### config.mk
export PLATFORM = sky130hd
export DESIGN_NAME = msi_doorbell_engine
export DESIGN_NICKNAME = d
export VERILOG_FILES = /design/src/rtl/msi_db_pkg.sv /design/src/rtl/msi_capture_match.sv /design/src/rtl/msi_doorbell_bank.sv /design/src/rtl/msi_doorbell_engine.sv
export SDC_FILE = /design/constraint.sdc
export NUM_CORES = 2
export LEC_CHECK = 0
export ABC_AREA = 1
export BUFFER_PORTS_ARGS = -buffer_cell sky130_fd_sc_hd__buf_2
export CAP_MARGIN = 20
export CELL_PAD_IN_SITES_DETAIL_PLACEMENT = 0
export CELL_PAD_IN_SITES_GLOBAL_PLACEMENT = 1
export CORE_ASPECT_RATIO = 1.5
export CORE_UTILIZATION = 30
export DETAILED_ROUTE_END_ITERATION = 7
export PLACE_DENSITY = 0.59
export SETUP_SLACK_MARGIN = 0.15
export SKIP_CTS_REPAIR_TIMING = 1
export SYNTH_ARGS = -nofsm -noshare
export SYNTH_HDL_FRONTEND = slang
export SYNTH_SLANG_ARGS = --single-unit
export TNS_END_PERCENT = 20
### constraint.sdc
create_clock -name clk_i -period 1.7 [get_ports clk_i]
set_clock_uncertainty 0.15 [all_clocks]
set_input_delay 0 -clock clk_i [delete_from_list [all_inputs] [get_ports clk_i]]
set_output_delay 0 -clock clk_i [all_outputs]
set_load 0.05 [all_outputs]
### src/rtl/msi_db_pkg.sv
package msi_db_pkg;

   typedef enum logic [1:0] {
      KIND_STATUS  = 2'd0,
      KIND_ENABLE  = 2'd1,
      KIND_MASK    = 2'd2,
      KIND_CAPTURE = 2'd3
   } reg_kind_e;

   function automatic bit is_pow2(input int unsigned v);
      return (v != 0) && ((v & (v - 1)) == 0);
   endfunction

endpackage

### src/rtl/msi_capture_match.sv
module msi_capture_match #(
   parameter int unsigned ADDR_W  = 64,
   parameter int unsigned DATA_W  = 32,
   parameter int unsigned HALF_W  = 32,
   parameter bit          FWD_REG = 1'b0
) (
   input  logic              clk_i,
   input  logic              rst_ni,
   input  logic              cap_we_lo_i,
   input  logic              cap_we_hi_i,
   input  logic [HALF_W-1:0] cap_wdata_i,
   input  logic              in_valid_i,
   input  logic [ADDR_W-1:0] in_addr_i,
   input  logic [DATA_W-1:0] in_data_i,
   output logic              hit_o,
   output logic [ADDR_W-1:0] cap_addr_o,
   output logic              out_valid_o,
   output logic [ADDR_W-1:0] out_addr_o,
   output logic [DATA_W-1:0] out_data_o
);

   localparam logic [HALF_W-1:0] ALIGN_MASK = ~HALF_W'(3);

   if (ADDR_W != 2 * HALF_W) begin : g_bad_split
      $error("capture address must be exactly two register halves");
   end

   logic [ADDR_W-1:0] cap_q;

   always_ff @(posedge clk_i or negedge rst_ni) begin
      if (!rst_ni) begin
         cap_q <= '0;
      end else begin
         if (cap_we_lo_i) cap_q[HALF_W-1:0]      <= cap_wdata_i & ALIGN_MASK;
         if (cap_we_hi_i) cap_q[ADDR_W-1:HALF_W] <= cap_wdata_i;
      end
   end

   assign cap_addr_o = cap_q;
   assign hit_o      = in_valid_i && (in_addr_i == cap_q);

   if (FWD_REG) begin : g_fwd_reg
      always_ff @(posedge clk_i or negedge rst_ni) begin
         if (!rst_ni) begin
            out_valid_o <= 1'b0;
            out_addr_o  <= '0;
            out_data_o  <= '0;
         end else begin
            out_valid_o <= in_valid_i && !hit_o;
            out_addr_o  <= in_addr_i;
            out_data_o  <= in_data_i;
         end
      end
   end else begin : g_fwd_comb
      assign out_valid_o = in_valid_i && !hit_o;
      assign out_addr_o  = in_addr_i;
      assign out_data_o  = in_data_i;
   end

   // only dword-aligned targets can ever be captured
   p_aligned_hit_r2: assert property (@(posedge clk_i) disable iff (!rst_ni)
      hit_o |-> (in_addr_i[1:0] == 2'b00));

endmodule

### src/rtl/msi_doorbell_bank.sv
module msi_doorbell_bank #(
   parameter int unsigned BANK_W = 32
) (
   input  logic              clk_i,
   input  logic              rst_ni,
   input  logic [BANK_W-1:0] set_i,
   input  logic              clr_we_i,
   input  logic              en_we_i,
   input  logic              mask_we_i,
   input  logic [BANK_W-1:0] wdata_i,
   output logic [BANK_W-1:0] status_o,
   output logic [BANK_W-1:0] en_o,
   output logic [BANK_W-1:0] mask_o,
   output logic              irq_o
);

   logic [BANK_W-1:0] status_q, en_q, mask_q;
   logic [BANK_W-1:0] set_ok, clr_vec, status_d;

   assign set_ok   = set_i & en_q;
   assign clr_vec  = clr_we_i ? wdata_i : '0;
   // a doorbell arriving together with its clear wins
   assign status_d = (status_q & ~clr_vec) | set_ok;

   always_ff @(posedge clk_i or negedge rst_ni) begin
      if (!rst_ni) begin
         status_q <= '0;
         en_q     <= '0;
         mask_q   <= '0;
      end else begin
         status_q <= status_d;
         if (en_we_i)   en_q   <= wdata_i;
         if (mask_we_i) mask_q <= wdata_i;
      end
   end

   assign status_o = status_q;
   assign en_o     = en_q;
   assign mask_o   = mask_q;
   assign irq_o    = |(status_q & ~mask_q);

   // an accepted doorbell is visible next cycle even under a clear
   p_set_sticks_r8: assert property (@(posedge clk_i) disable iff (!rst_ni)
      (|(set_i & en_q)) |=> ((status_q & $past(set_i & en_q)) == $past(set_i & en_q)));

   // a status bit can only rise from an enabled doorbell
   p_drop_disabled_r5: assert property (@(posedge clk_i) disable iff (!rst_ni)
      !$stable(status_q) |-> ((status_q & ~$past(status_q) & ~$past(set_i & en_q)) == '0));

   // a clear with no competing doorbell empties the written bits
   p_clear_r7: assert property (@(posedge clk_i) disable iff (!rst_ni)
      (clr_we_i && !(|(set_i & en_q))) |=> ((status_q & $past(wdata_i)) == '0));

endmodule

### src/rtl/msi_doorbell_engine.sv
module msi_doorbell_engine
   import msi_db_pkg::*;
#(
   parameter int unsigned ADDR_W    = 64,
   parameter int unsigned DATA_W    = 32,
   parameter int unsigned NUM_BANKS = 8,
   parameter int unsigned BANK_W    = 32,
   parameter bit          FWD_REG   = 1'b0,
   localparam int unsigned BANK_IDX_W = $clog2(NUM_BANKS),
   localparam int unsigned BIT_IDX_W  = $clog2(BANK_W),
   localparam int unsigned CFG_AW     = 2 + BANK_IDX_W
) (
   input  logic              clk_i,
   input  logic              rst_ni,
   input  logic              in_valid_i,
   input  logic [ADDR_W-1:0] in_addr_i,
   input  logic [DATA_W-1:0] in_data_i,
   output logic              out_valid_o,
   output logic [ADDR_W-1:0] out_addr_o,
   output logic [DATA_W-1:0] out_data_o,
   input  logic              cfg_we_i,
   input  logic [CFG_AW-1:0] cfg_addr_i,
   input  logic [BANK_W-1:0] cfg_wdata_i,
   output logic [BANK_W-1:0] cfg_rdata_o,
   output logic              irq_o
);

   if (NUM_BANKS < 2 || !is_pow2(NUM_BANKS)) begin : g_bad_banks
      $error("NUM_BANKS must be a power of two of at least 2");
   end
   if (!is_pow2(BANK_W)) begin : g_bad_bank_w
      $error("BANK_W must be a power of two");
   end
   if (BANK_IDX_W + BIT_IDX_W > DATA_W) begin : g_bad_decode
      $error("doorbell index does not fit in the MSI payload");
   end

   reg_kind_e             cfg_kind;
   logic [BANK_IDX_W-1:0] cfg_bank;
   logic                  msi_hit;
   logic [ADDR_W-1:0]     cap_addr;
   logic [BANK_IDX_W-1:0] msi_bank;
   logic [BIT_IDX_W-1:0]  msi_bit;
   logic [BANK_W-1:0]     msi_onehot;
   logic [BANK_W-1:0]     bank_status [NUM_BANKS];
   logic [BANK_W-1:0]     bank_en     [NUM_BANKS];
   logic [BANK_W-1:0]     bank_mask   [NUM_BANKS];
   logic [NUM_BANKS-1:0]  bank_irq;

   assign cfg_kind = reg_kind_e'(cfg_addr_i[CFG_AW-1 -: 2]);
   assign cfg_bank = cfg_addr_i[BANK_IDX_W-1:0];

   msi_capture_match #(
      .ADDR_W  (ADDR_W),
      .DATA_W  (DATA_W),
      .HALF_W  (BANK_W),
      .FWD_REG (FWD_REG)
   ) u_match (
      .clk_i       (clk_i),
      .rst_ni      (rst_ni),
      .cap_we_lo_i (cfg_we_i && cfg_kind == KIND_CAPTURE && !cfg_bank[0]),
      .cap_we_hi_i (cfg_we_i && cfg_kind == KIND_CAPTURE &&  cfg_bank[0]),
      .cap_wdata_i (cfg_wdata_i),
      .in_valid_i  (in_valid_i),
      .in_addr_i   (in_addr_i),
      .in_data_i   (in_data_i),
      .hit_o       (msi_hit),
      .cap_addr_o  (cap_addr),
      .out_valid_o (out_valid_o),
      .out_addr_o  (out_addr_o),
      .out_data_o  (out_data_o)
   );

   // payload decode: bank above the bit index, upper payload bits unused
   assign msi_bank = in_data_i[BIT_IDX_W +: BANK_IDX_W];
   assign msi_bit  = in_data_i[BIT_IDX_W-1:0];

   always_comb begin
      msi_onehot          = '0;
      msi_onehot[msi_bit] = 1'b1;
   end

   for (genvar b = 0; b < NUM_BANKS; b++) begin : g_bank
      logic sel_cfg;
      assign sel_cfg = cfg_we_i && (cfg_bank == BANK_IDX_W'(b));

      msi_doorbell_bank #(
         .BANK_W (BANK_W)
      ) u_bank (
         .clk_i     (clk_i),
         .rst_ni    (rst_ni),
         .set_i     ((msi_hit && msi_bank == BANK_IDX_W'(b)) ? msi_onehot : '0),
         .clr_we_i  (sel_cfg && cfg_kind == KIND_STATUS),
         .en_we_i   (sel_cfg && cfg_kind == KIND_ENABLE),
         .mask_we_i (sel_cfg && cfg_kind == KIND_MASK),
         .wdata_i   (cfg_wdata_i),
         .status_o  (bank_status[b]),
         .en_o      (bank_en[b]),
         .mask_o    (bank_mask[b]),
         .irq_o     (bank_irq[b])
      );
   end

   always_comb begin
      unique case (cfg_kind)
         KIND_STATUS:  cfg_rdata_o = bank_status[cfg_bank];
         KIND_ENABLE:  cfg_rdata_o = bank_en[cfg_bank];
         KIND_MASK:    cfg_rdata_o = bank_mask[cfg_bank];
         KIND_CAPTURE: cfg_rdata_o = cfg_bank[0] ? cap_addr[ADDR_W-1:BANK_W]
                                                 : cap_addr[BANK_W-1:0];
         default:      cfg_rdata_o = '0;
      endcase
   end

   assign irq_o = |bank_irq;

   // the interrupt can only rise after a captured doorbell or a mask change
   p_irq_source_r6: assert property (@(posedge clk_i) disable iff (!rst_ni)
      $rose(irq_o) |-> $past(msi_hit || (cfg_we_i && cfg_kind == KIND_MASK)));

   if (!FWD_REG) begin : g_fwd_chk
      // a write that misses the capture address leaves in the same cycle
      p_forward_r1: assert property (@(posedge clk_i) disable iff (!rst_ni)
         (in_valid_i && in_addr_i != cap_addr) |->
            (out_valid_o && out_addr_o == in_addr_i && out_data_o == in_data_i));
   end

endmodule

==> impl_metrics.env <==
export IMPL_core_um2=142000
export IMPL_tightestPinTransition_ns=0.670
export IMPL_setup_ws_ns=-1.19
export IMPL_failed_checks="hold timing, setup timing"
export IMPL_chipHeight_um=465
export IMPL_place_hpwl_mm=156
export IMPL_p_comb_share_pct=21.3
export IMPL_clkTransAtPathRegs_ns=0.06
export IMPL_die_x_um=311
export IMPL_internal_power_mw=40.3
export IMPL_syn_inst=5698
export IMPL_tns_ns=-189.22
export IMPL_path_max_fanout=3
export IMPL_wirelength_mm=222
export IMPL_grt_max_degree=81
export IMPL_ys_warn_count=0
export IMPL_ant_nets=0
export IMPL_ff_latch_area_um2=20800
export IMPL_power_frac_seq_pct=41.4
export IMPL_grt_overflow_total=0
export IMPL_final_layout_size_suffix_gt1_share_pct=24.0
export IMPL_synth_cell_type_count=29
export IMPL_path_class="reg2out"
export IMPL_area_growth_pct=38.2
export IMPL_clock_latency_ns=0.73
export IMPL_rsz0062_at_grt="yes"
export IMPL_multi_input_area_um2=18300
export IMPL_synth_top_cell_area_share_pct=48.4
export IMPL_routed_via_count=44300
export IMPL_async_flop_share_pct=100
export IMPL_synth_seq_area_share_pct=48.4
export IMPL_first_iter_violations=3598
export IMPL_clk_path_buf_depth=3
export IMPL_num_rows=169
export IMPL_synth_fp_nets=5835
export IMPL_synth_top_area_cell="dfrtp_1"
export IMPL_syn_area_um2=42900
export IMPL_grt_util_all_layers_pct=29.9
export IMPL_slew_violations=0
export IMPL_synth_seq_cells=830
export IMPL_synth_edff_count=0
export IMPL_routedWlPerCell_um=25.9
export IMPL_cp_arrival_ns=2.74
export IMPL_fin_crit_sh_pct=170
export IMPL_grt_pass1_wl_mm=314
export IMPL_nets=6753
export IMPL_power_share_clock_pct=37.3
export IMPL_setup_viol=290
export IMPL_root_buffer="clkbuf_16"
export IMPL_cp_start_kind="flop"
export IMPL_critical_path_required_ns=1.55
export IMPL_maxCapViolCount=0
export IMPL_power_leakage_nw=28.7
export IMPL_whs_ns=-0.0831
export IMPL_cts_max_level=3
export IMPL_fill_cells=14700
export IMPL_ys_flop_type="dfrtp_1"
export IMPL_vias_per_cell=5.16
export IMPL_fmax_mhz=347
export IMPL_cts_sinks=830
export IMPL_die_area_um2=145000
export IMPL_min_path_type="in2reg"
export IMPL_start_util_pct=30.3
export IMPL_postSynthAreaPerCell_um2=7.53
export IMPL_status="finished, violations left"
export IMPL_ir_drop_mv=0.765
export IMPL_routabilityCongestion=0.952
export IMPL_cts_tree="done"
export IMPL_antenna_found_initial=12
export IMPL_first_pass_iters=6
export IMPL_yosys_top_cells_area="dfrtp_1 (48%), nand2_1 (13%), o21ai_0 (11%)"
export IMPL_sw_frac_of_total_pct=30.9
export IMPL_io_pins=267
export IMPL_slew_headroom_pct=54.9
export IMPL_crit_path_end_kind="primary output"
export IMPL_hold_violations=14
export IMPL_rrSetupSlack_ns=-0.71
export IMPL_io_buffers=218
export IMPL_p_sw_mw=18.0
export IMPL_min_period_ns=2.89
export IMPL_drcViolationCount=0
export IMPL_cellPowerDensity_nw_per_um2=982
export IMPL_grt_pass1_vias=43800
export IMPL_cts_buffers=89
stage by stage:
stage	power (mW)	instance area, µm²	util [%]	worst slack, ns	cells
after floorplan	29.5	43000	-	-0.0365	5698
after detailed placement	36.3	54000	38.1	-0.798	8304
after CTS	58.1	57100	40.3	-1.51	8468
after global placement	36.2	54000	38.1	-0.805	8304
final	58.2	59300	41.8	-1.19	8577
after global routing	60.7	59300	41.8	-1.19	8574
placed cells by master, fill, tap and decap left out, types with 135 or more instances in the layout:
master and instances:
nand2_1 1467, o21ai_0 904, buf_4 828, dfrtp_1 827, inv_1 656, nor2_1 348
nand3_1 264, buf_2 184, buf_12 179, a22oi_1 135
cells in the mapped netlist (all sizes together) (2+ instances only):
cell type  instances
nand3            351
o211ai            52
nor3              30
nand3b             2
a22oi            143
dfrtp            830
o21bai            13
a21oi             55
clkbuf           292
buf              176
o221ai            32
inv              674
o2111ai           47
nor2             371
o21ai            931
o22ai             77
nand2           1520
nand4             97
power by group through the flow:
stage	Combinational [mW]	Sequential (mW)	Clock, mW
finish	12.4	24.1	21.7
global route	13.5	24.4	22.7
CTS	11.9	24.1	22.0
detailed placement	11.9	24.4	0
global placement	11.8	24.4	0
floorplan	5.43	24.0	0
registers in the layout, summed over array words and instances (netlist names):
name	count
g_bank.u_bank.status_o	256
u_match.cap_addr_o	62
g_bank.u_bank.en_o	256
g_bank.u_bank.mask_o	256
final cells by class:
class | instances | share of cell area, %
Antenna cell | 7 | 0.0295
Clock inverter | 32 | 0.779
Inverter | 675 | 4.29
Sequential cell | 830 | 35.0
Clock buffer | 132 | 4.56
Tap cell | 1881 | 3.97
Multi-Input combinational cell | 3725 | 30.9
Timing Repair Buffer | 1295 | 20.4
path summary, 6_finish.rpt:
check	from	to	cells past startpoint
worst min-delay path	in_data_i[3]	g_bank[4].u_bank.status_o[2]$_DFF_PN0_	7
max in group asynchronous	rst_ni	g_bank[7].u_bank.en_o[0]$_DFFE_PN0P_	6
worst max-delay path	g_bank[1].u_bank.status_o[12]$_DFF_PN0_	irq_o	11
worst min register to register	g_bank[7].u_bank.en_o[18]$_DFFE_PN0P_	g_bank[7].u_bank.en_o[18]$_DFFE_PN0P_	2
worst max register to register	u_match.cap_addr_o[16]$_DFFE_PN0P_	g_bank[6].u_bank.status_o[1]$_DFF_PN0_	15
min in group asynchronous	rst_ni	g_bank[5].u_bank.status_o[12]$_DFF_PN0_	4
layer usage:
| metal | share of wire, % | global-route usage (%) | routed length (µm) |
|---|---|---|---|
| met1 | 38 | 34.6 | 85200 |
| met3 | 5.4 | 4.01 | 11900 |
| met2 | 50 | 52.5 | 110000 |
| met5 | 0.0050 | 0 | 11 |
| met4 | 6.8 | 18.2 | 15000 |
critical path, cell delays in order (launching register included):
cell,delay (ns)
dfrtp_1,0.42
nand2_1,0.08
o21ai_0,0.07
nor2_1,0.23
buf_4,0.18
nand4_1,0.23
buf_4,0.23
nor2_1,0.09
nand2_1,0.07
nor2_2,0.12
nand2_4,0.10
buf_8,0.16
kinds of logic (layout without fill, tap and decap cells):
| family | count (synthesis) | in the layout | synth area share, % |
|---|---|---|---|
| and+or+nand+nor | 2372 | 2372 | 22.5 |
| AOI/OAI and AO/OA | 1352 | 1352 | 17.9 |
| buffers and inverters | 1143 | 2134 | 11.2 |
| DFF | 830 | 830 | 48.4 |
| xor gates and xnor gates | 1 | 1 | 0.0204 |
| other | 0 | 7 | 0 |
Power figures use the tool's default switching activity.
